`src/rtl/pin_cond_pkg.sv`:
```
package pin_cond_pkg;

  localparam int NUM_PINS  = 7;
  localparam int PIN_IDX_W = 3;
  localparam int PEND_W    = 12;

  // pin index map (neighbours drive pins by these numbers)
  localparam int PIN_HARD_RST = 0;
  localparam int PIN_SOFT_RST = 1;
  localparam int PIN_CHKSTOP  = 2;
  localparam int PIN_TB_EN    = 3;
  localparam int PIN_MCHK     = 4;
  localparam int PIN_EXT_IRQ  = 5;
  localparam int PIN_THERM    = 6;

  // pending-register bit positions (decoded by the pending register)
  localparam int PEND_RST_BIT   = 0;
  localparam int PEND_MCHK_BIT  = 1;
  localparam int PEND_EXT_BIT   = 2;
  localparam int PEND_THERM_BIT = 6;

  typedef enum logic [1:0] {
    RULE_IGNORE,
    RULE_LEVEL,
    RULE_FALL,
    RULE_HALT
  } pin_rule_e;

  typedef struct packed {
    logic                 hit;
    logic                 prev;
    logic                 level;
    logic [PIN_IDX_W-1:0] idx;
  } pin_change_t;

  function automatic pin_rule_e rule_of(input int pin);
    case (pin)
      PIN_SOFT_RST, PIN_EXT_IRQ, PIN_THERM: return RULE_LEVEL;
      PIN_MCHK:                             return RULE_FALL;
      PIN_CHKSTOP:                          return RULE_HALT;
      default:                              return RULE_IGNORE;
    endcase
  endfunction

  function automatic int target_of(input int pin);
    case (pin)
      PIN_SOFT_RST: return PEND_RST_BIT;
      PIN_MCHK:     return PEND_MCHK_BIT;
      PIN_EXT_IRQ:  return PEND_EXT_BIT;
      PIN_THERM:    return PEND_THERM_BIT;
      default:      return 0;
    endcase
  endfunction

endpackage

```
`src/rtl/pin_level_store.sv`:
```
module pin_level_store
  import pin_cond_pkg::*;
#(
  parameter int N_PINS = NUM_PINS,
  parameter int IDX_W  = PIN_IDX_W
) (
  input  logic             clk,
  input  logic             rst,
  input  logic             upd_valid,
  input  logic [IDX_W-1:0] upd_idx,
  input  logic             upd_level,
  output pin_change_t      chg
);

  logic [N_PINS-1:0] level_q;
  logic              in_range;
  logic              prev_lvl;

  assign in_range = (32'(upd_idx) < N_PINS);

  always_comb begin
    prev_lvl = 1'b0;
    for (int p = 0; p < N_PINS; p++) begin
      if (32'(upd_idx) == p) prev_lvl = level_q[p];
    end
  end

  assign chg.hit   = upd_valid && in_range && (prev_lvl != upd_level);
  assign chg.prev  = prev_lvl;
  assign chg.level = upd_level;
  assign chg.idx   = PIN_IDX_W'(upd_idx);

  always_ff @(posedge clk) begin
    if (rst) begin
      level_q <= '0;
    end else if (chg.hit) begin
      for (int p = 0; p < N_PINS; p++) begin
        if (32'(upd_idx) == p) level_q[p] <= upd_level;
      end
    end
  end

endmodule

```
`src/rtl/pin_rule_decode.sv`:
```
module pin_rule_decode
  import pin_cond_pkg::*;
#(
  parameter int N_PINS = NUM_PINS,
  parameter int P_W    = PEND_W
) (
  input  pin_change_t     chg,
  output logic [P_W-1:0]  set_req,
  output logic [P_W-1:0]  clr_req,
  output logic            halt_on,
  output logic            halt_off
);

  logic [P_W-1:0]    set_arr [N_PINS];
  logic [P_W-1:0]    clr_arr [N_PINS];
  logic [N_PINS-1:0] on_v;
  logic [N_PINS-1:0] off_v;

  for (genvar p = 0; p < N_PINS; p++) begin : g_pin
    localparam pin_rule_e RULE = rule_of(p);
    logic sel;
    assign sel = chg.hit && (32'(chg.idx) == p);

    if (RULE == RULE_LEVEL) begin : g_level
      localparam int TGT = target_of(p);
      assign set_arr[p] = (sel &&  chg.level) ? (P_W'(1) << TGT) : '0;
      assign clr_arr[p] = (sel && !chg.level) ? (P_W'(1) << TGT) : '0;
      assign on_v[p]    = 1'b0;
      assign off_v[p]   = 1'b0;
    end else if (RULE == RULE_FALL) begin : g_fall
      localparam int TGT = target_of(p);
      assign set_arr[p] = (sel && chg.prev && !chg.level) ? (P_W'(1) << TGT) : '0;
      assign clr_arr[p] = '0;
      assign on_v[p]    = 1'b0;
      assign off_v[p]   = 1'b0;
    end else if (RULE == RULE_HALT) begin : g_halt
      assign set_arr[p] = '0;
      assign clr_arr[p] = '0;
      assign on_v[p]    = sel &&  chg.level;
      assign off_v[p]   = sel && !chg.level;
    end else begin : g_ignore
      assign set_arr[p] = '0;
      assign clr_arr[p] = '0;
      assign on_v[p]    = 1'b0;
      assign off_v[p]   = 1'b0;
    end
  end

  always_comb begin
    set_req = '0;
    clr_req = '0;
    for (int p = 0; p < N_PINS; p++) begin
      set_req = set_req | set_arr[p];
      clr_req = clr_req | clr_arr[p];
    end
  end

  assign halt_on  = |on_v;
  assign halt_off = |off_v;

endmodule

```
`src/rtl/pin_event_conditioner.sv`:
```
module pin_event_conditioner
  import pin_cond_pkg::*;
#(
  parameter int N_PINS = NUM_PINS,
  parameter int IDX_W  = PIN_IDX_W,
  parameter int P_W    = PEND_W
) (
  input  logic             clk,
  input  logic             rst,
  input  logic             upd_valid,
  output logic             upd_ready,
  input  logic [IDX_W-1:0] upd_idx,
  input  logic             upd_level,
  output logic [P_W-1:0]   pend_set,
  output logic [P_W-1:0]   pend_clr,
  output logic             halted
);

  pin_change_t    chg;
  logic [P_W-1:0] set_req;
  logic [P_W-1:0] clr_req;
  logic           halt_on;
  logic           halt_off;

  assign upd_ready = 1'b1;

  pin_level_store #(.N_PINS(N_PINS), .IDX_W(IDX_W)) u_store (
    .clk       (clk),
    .rst       (rst),
    .upd_valid (upd_valid),
    .upd_idx   (upd_idx),
    .upd_level (upd_level),
    .chg       (chg)
  );

  pin_rule_decode #(.N_PINS(N_PINS), .P_W(P_W)) u_decode (
    .chg      (chg),
    .set_req  (set_req),
    .clr_req  (clr_req),
    .halt_on  (halt_on),
    .halt_off (halt_off)
  );

  always_ff @(posedge clk) begin
    if (rst) begin
      pend_set <= '0;
      pend_clr <= '0;
      halted   <= 1'b0;
    end else begin
      pend_set <= set_req;
      pend_clr <= clr_req;
      if (halt_on)       halted <= 1'b1;
      else if (halt_off) halted <= 1'b0;
    end
  end

endmodule

```
`config.mk`:
```
export PLATFORM = sky130hd
export DESIGN_NAME = pin_event_conditioner
export DESIGN_NICKNAME = d
export VERILOG_FILES = /design/src/rtl/pin_cond_pkg.sv /design/src/rtl/pin_level_store.sv /design/src/rtl/pin_rule_decode.sv /design/src/rtl/pin_event_conditioner.sv
export SDC_FILE = /design/constraint.sdc
export NUM_CORES = 1
export LEC_CHECK = 0
export BUFFER_PORTS_ARGS = -buffer_cell sky130_fd_sc_hd__buf_4
export CAP_MARGIN = 20
export CORE_AREA = 2 2 50 52
export DETAILED_ROUTE_END_ITERATION = 10
export DIE_AREA = 0 0 52 54
export PLACE_DENSITY = 0.69
export SLEW_MARGIN = 20
export SYNTH_ARGS = -nofsm -noshare
export SYNTH_HDL_FRONTEND = slang
export SYNTH_SLANG_ARGS = --single-unit
export TNS_END_PERCENT = 5
```
`constraint.sdc`:
```
create_clock -name clk -period 2.1 [get_ports clk]
set_input_delay 0.42 -clock clk [delete_from_list [all_inputs] [get_ports clk]]
set_output_delay 0.42 -clock clk [all_outputs]
set_load 0.005 [all_outputs]
```
### Yosys cells after proc, flatten, opt, wreduce, memory -nomap -nowiden

Cells that the tools add are included.

| word-level totals | value |
|---|---|
| RAM bits | 0 |
| word-level logic and storage cells | 66 |
| output and inout bits | 26 |
| bits in registers | 32 |
| memories kept | 0 |
| memory bits (read-only) | 0 |
| latch bits | 0 |
| input bits | 7 |

| operators by class | value |
|---|---|
| add/sub/neg operators | 0 |
| reductions and logical operators | 27 |
| $lt $le $gt $ge | 1 |
| equality and inequality tests | 7 |
| bitwise operators | 5 |
| div/mod/pow operators | 0 |
| shifts and indexed selects | 0 |
| multiplexer cells | 16 |
| multipliers | 0 |

Operators by type and width:

| cell | number |
|---|---|
| 12-bit bitwise OR | 5 |
| 1-bit logical AND | 17 |
| 7-bit 2-to-1 mux | 2 |
| 2-bit AND reduction | 7 |
| 1-bit 2-to-1 mux | 11 |
| 3-bit equality test (second input constant) | 3 |
| 3-bit by 2-bit equality test with 1-bit output (second input constant) | 2 |
| 3-bit 2-to-1 mux | 2 |
| 3-bit by 1-bit equality test with 1-bit output (second input constant) | 1 |
| 3-bit logical NOT | 1 |
| 3-bit less-than comparator (second input constant) | 1 |
| 2-bit 2-to-1 mux | 1 |
| 2-bit nonzero test | 1 |
| 1-bit logical NOT | 1 |
| 1-bit inequality test | 1 |

### Depth between registers and ports, before layout

| logic depth | value |
|---|---|
| word-level depth | 17 |
| depth in mapped cells | 6 |
| mapped depth without buffers | 5 |

### Modules after synthesis

A second synthesis with hierarchy kept.

| second synthesis, totals | value |
|---|---|
| cells, all modules | 148 |
| area total of the unflattened synthesis | 1403.8 um^2 |

Modules (own cells, without submodules):

| module | cells each | seq. area each (um^2) | area an instance (um^2) | times used |
|---|---|---|---|---|
| pin_event_conditioner | 56 | 500.5 | 693.2 | 1 |
| pin_level_store | 59 | 140.1 | 500.5 | 1 |
| pin_rule_decode | 33 | 0.0 | 210.2 | 1 |

### Least setup slack after synthesis

No wires, ideal clock.

| path | value |
|---|---|
| kind | input to register |
| start | input upd_idx[0] |
| end | register u_store.level_q[3] |
| data required time | 2.005 ns |
| stages on the path | 6 |
| setup time | 0.095 ns |
| arrival | 1.722 ns |
| slack | 0.282 ns |
| path buffers | 1 |
| path through | buf_2 > or2_4 > o221ai_4 > mux2i_4 > o21ai_1 > a221oi_1 |

| between the ends | value |
|---|---|
| cells in the longest elaborated chain, start to end | 11 |
| elaborated cells on any way between the ends | 19 |
| classes of those cells | order compare: 1; eq/ne: 7; mux: 7; reduce/logical: 4 |

Ends and longest elaborated chain:

| item | line | text |
|---|---|---|
| start, declared | pin_event_conditioner.sv:12 | `input logic [IDX_W-1:0] upd_idx,` |
| 3-bit logical NOT | pin_level_store.sv:24 | `if (32'(upd_idx) == p) prev_lvl = level_q[p];` |
| 1-bit 2-to-1 mux (7 in series) | pin_level_store.sv:24 |  |
| 1-bit inequality test | pin_level_store.sv:28 | `assign chg.hit = upd_valid && in_range && (prev_lvl != upd_level);` |
| 1-bit logical AND | pin_level_store.sv:28 |  |
| 2-bit AND reduction (no source line) (*) | n/a |  |
| end signal, assigned by index | pin_level_store.sv:38 | `if (32'(upd_idx) == p) level_q[p] <= upd_level;` |
| end, declared | pin_level_store.sv:15 | `logic [N_PINS-1:0] level_q;` |

Mark *: on every way between the ends. The rest lies on a longest branch, timed or not.
A chain may end at the register's enable or synchronous reset.

### Worst setup path in the final report

| path | value |
|---|---|
| start | input upd_idx[1] |
| end | register pend_clr[2] |

| between the ends | value |
|---|---|
| cells in the longest elaborated chain, start to end | 15 |
| elaborated cells on any way between the ends | 23 |
| classes of those cells | order compare: 1; eq/ne: 7; mux: 8; bitwise: 2; reduce/logical: 5 |

Ends and longest elaborated chain:

| item | line | text |
|---|---|---|
| 3-bit logical NOT | pin_level_store.sv:24 |  |
| 1-bit 2-to-1 mux (7 in series) | pin_level_store.sv:24 |  |
| 1-bit inequality test | pin_level_store.sv:28 |  |
| 1-bit logical AND | pin_level_store.sv:28 |  |
| 1-bit logical AND (*) | pin_rule_decode.sv:22 | `assign sel = chg.hit && (32'(chg.idx) == p);` |
| 1-bit logical AND (*) | pin_rule_decode.sv:27 | `assign clr_arr[p] = (sel && !chg.level) ? (P_W'(1) << TGT) : '0;` |
| 3-bit 2-to-1 mux (*) | pin_rule_decode.sv:27 |  |
| 12-bit bitwise OR (*) (2 in series) | pin_rule_decode.sv:54 | `clr_req = clr_req \| clr_arr[p];` |
| end signal, assigned | pin_event_conditioner.sv:51 | `pend_clr <= clr_req;` |
| end, declared | pin_event_conditioner.sv:15 | `output logic [P_W-1:0] pend_clr,` |

Marked as above.

==> impl_metrics.ini <==
[timing]
rsz0062_at_grt = false
fin_crit_ps = 1640
max_freq_mhz = 608
fin_tns_setup_ps = 0
hold_violations = 0
fin_skew_ps = 2.39
setup_ws_ps = 456
finalMaxSlewViolations = 0
finalCritPeriodShare_pct = 78.3
setup_viol = 0

[drt]
drt_pass1_iterations = 4
drc = 0
wirelength_mm = 1.69
wl_per_cell_um = 11.4
viasPerCell = 4.69
first_iter_violations = 20
num_vias = 694
ant_nets = 0

[cells_and_area]
final_common_cell = conb_1
final_util_pct = 43.8
layout_common_cells = conb_1, dfxtp_1, buf_4
antennaDiodeCount = 0
drive_gt1_share_pct = 22.9
fill_cells = 260
layout.nets = 126
area_delta_synth_final_pct = 6.42
final_design_area_no_fill_um2 = 1020

[synthesis]
netlist_area_um2 = 955
async_flop_share_pct = 0
yosysTopAreaCellShare_pct = 31.5
avgSynthCellArea_um2 = 8.84
ys_seq_area_share_pct = 31.5
yosys_warnings = 0
synth.area.top_cells = dfxtp_1, buf_4, nand2b_1, mux2i_1, nor2_1
synth_cell_types = 34
synth_edf_count = 0
ys.flop_type = dfxtp_1
synthCells = 108
ys_ff_latch = 15
yosysTopAreaCell = dfxtp_1

[clock_network]
cts-root-buf = clkbuf_4
cts_buffers = 3
clockBufferDepth = 2
clkLatencyLatePin_ps = 280
h-tree-depth = 1
postCtsSetupBuffers = 0
cts_hold_buffers = 0
cts_resized = 0
cts_tree = built
clkTransAtPathRegs_ps = 90
clkSinkCount = 15

[outcome]
status = complete, no violations

[place]
gp_congestion = 0.876
post-dp-hpwl_mm = 1.34
place_ws_ps = 142
postPlaceCellArea_um2 = 988
port_buffers = 14

[worst_setup_path]
endpoint_kind = register
required_ps = 2290
startpoint_type = input port
cp_max_fo = 12
crit_type = in2reg
r2r_slack_ps = 470
crit_arrival_ps = 1830

[grt]
grt_pass1_vias = 584
grt_use_total_pct = 13.4
globalRouteOverflowTotal = 0
antenna_found_initial = 0
grt_max_degree = 14
grt_first_pass_wirelength_mm = 2.68

[floorplanning]
die_x_um = 52
rows = 18
initial_utilization_pct = 41.2
core-area_um2 = 2320
die-area_um2 = 2810
pin_count = 33
die_height_um = 54

[pwr]
max-vdd-ir-drop_mv = 0.273
power_leakage_nw = 0.427
total_power_mw = 0.538
power_density_nw_per_um2 = 530

[flow_run]
cap_violations = 0

[min_path]
hp-class = in2reg
## synthesized netlist by cell type, types with 2 or more instances
library cell	n
a21oi_1	2
nand2_1	4
conb_1	2
nor4_1	4
inv_1	5
nand2b_1	9
dfxtp_1	15
o21ai_1	3
mux2i_1	5
o21bai_2	3
nor2b_1	2
buf_2	3
nand4b_1	2
a221oi_1	3
buf_4	18
nor2_1	10
## state kept, by name, summed over array words and instances (netlist names)
signal,cells
halted,1
pend_set,4
u_store.level_q,7
pend_clr,3
## critical path, stage by stage
cell and delay (ps):
buf_4 150, or2_4 270, o221ai_4 240, mux2i_4 410, nor2_1 150, nor4_1 190
## metrics by stage
step                      hold slack [ps]  std cells
after global routing                  393        148
final                                 379        148
after floorplan                       447        124
after CTS                             374        148
after global placement                462        144
after detailed placement              470        144
## kinds of logic (layout without fill, tap and decap cells)
group | count (synthesis) | count (layout) | share of synthesized area (%)
and+or+nand+nor | 38 | 38 | 22.9
buffers and inverters | 29 | 23 | 19.7
AOI/OAI and AO/OA | 17 | 17 | 16.1
DFF | 15 | 15 | 31.5
muxes | 7 | 7 | 9.04
other | 2 | 18 | 0.787
## worst paths after layout
check	from	end	cells after the start
max	upd_idx[1]	pend_clr[2]	6
min	upd_level	pend_clr[0]	2
max reg2reg	u_store.level_q[4]	u_store.level_q[0]	5
min reg2reg	halted	halted	2
## report_power, final
| part | switching, mW | internal (mW) |
|---|---|---|
| Clock | 0.0912 | 0.0707 |
| Sequential | 0.00264 | 0.288 |
| Combinational | 0.0520 | 0.0334 |
| Total | 0.146 | 0.392 |
## routing by layer
| layer | track usage (%) | wire (um) | vias up |
|---|---|---|---|
| met5 | 0 | 0 | - |
| met2 | 22.8 | 843 | 23 |
| li1 | - | - | 353 |
| met1 | 15.4 | 720 | 312 |
| met4 | 6.14 | 42 | 0 |
| met3 | 3.89 | 78 | 6 |
## cell type report
class | count | area, um^2 | area share (%)
clock buffers | 3 | 22.5 | 2.22
well taps | 30 | 37.5 | 3.69
multi-input cells | 80 | 527 | 51.8
flip-flops and latches | 15 | 300 | 29.6
inverters | 5 | 18.8 | 1.85
repair buffers | 14 | 105 | 10.3
clock inverters | 1 | 5.00 | 0.493
(Power assumes the default switching activity.)
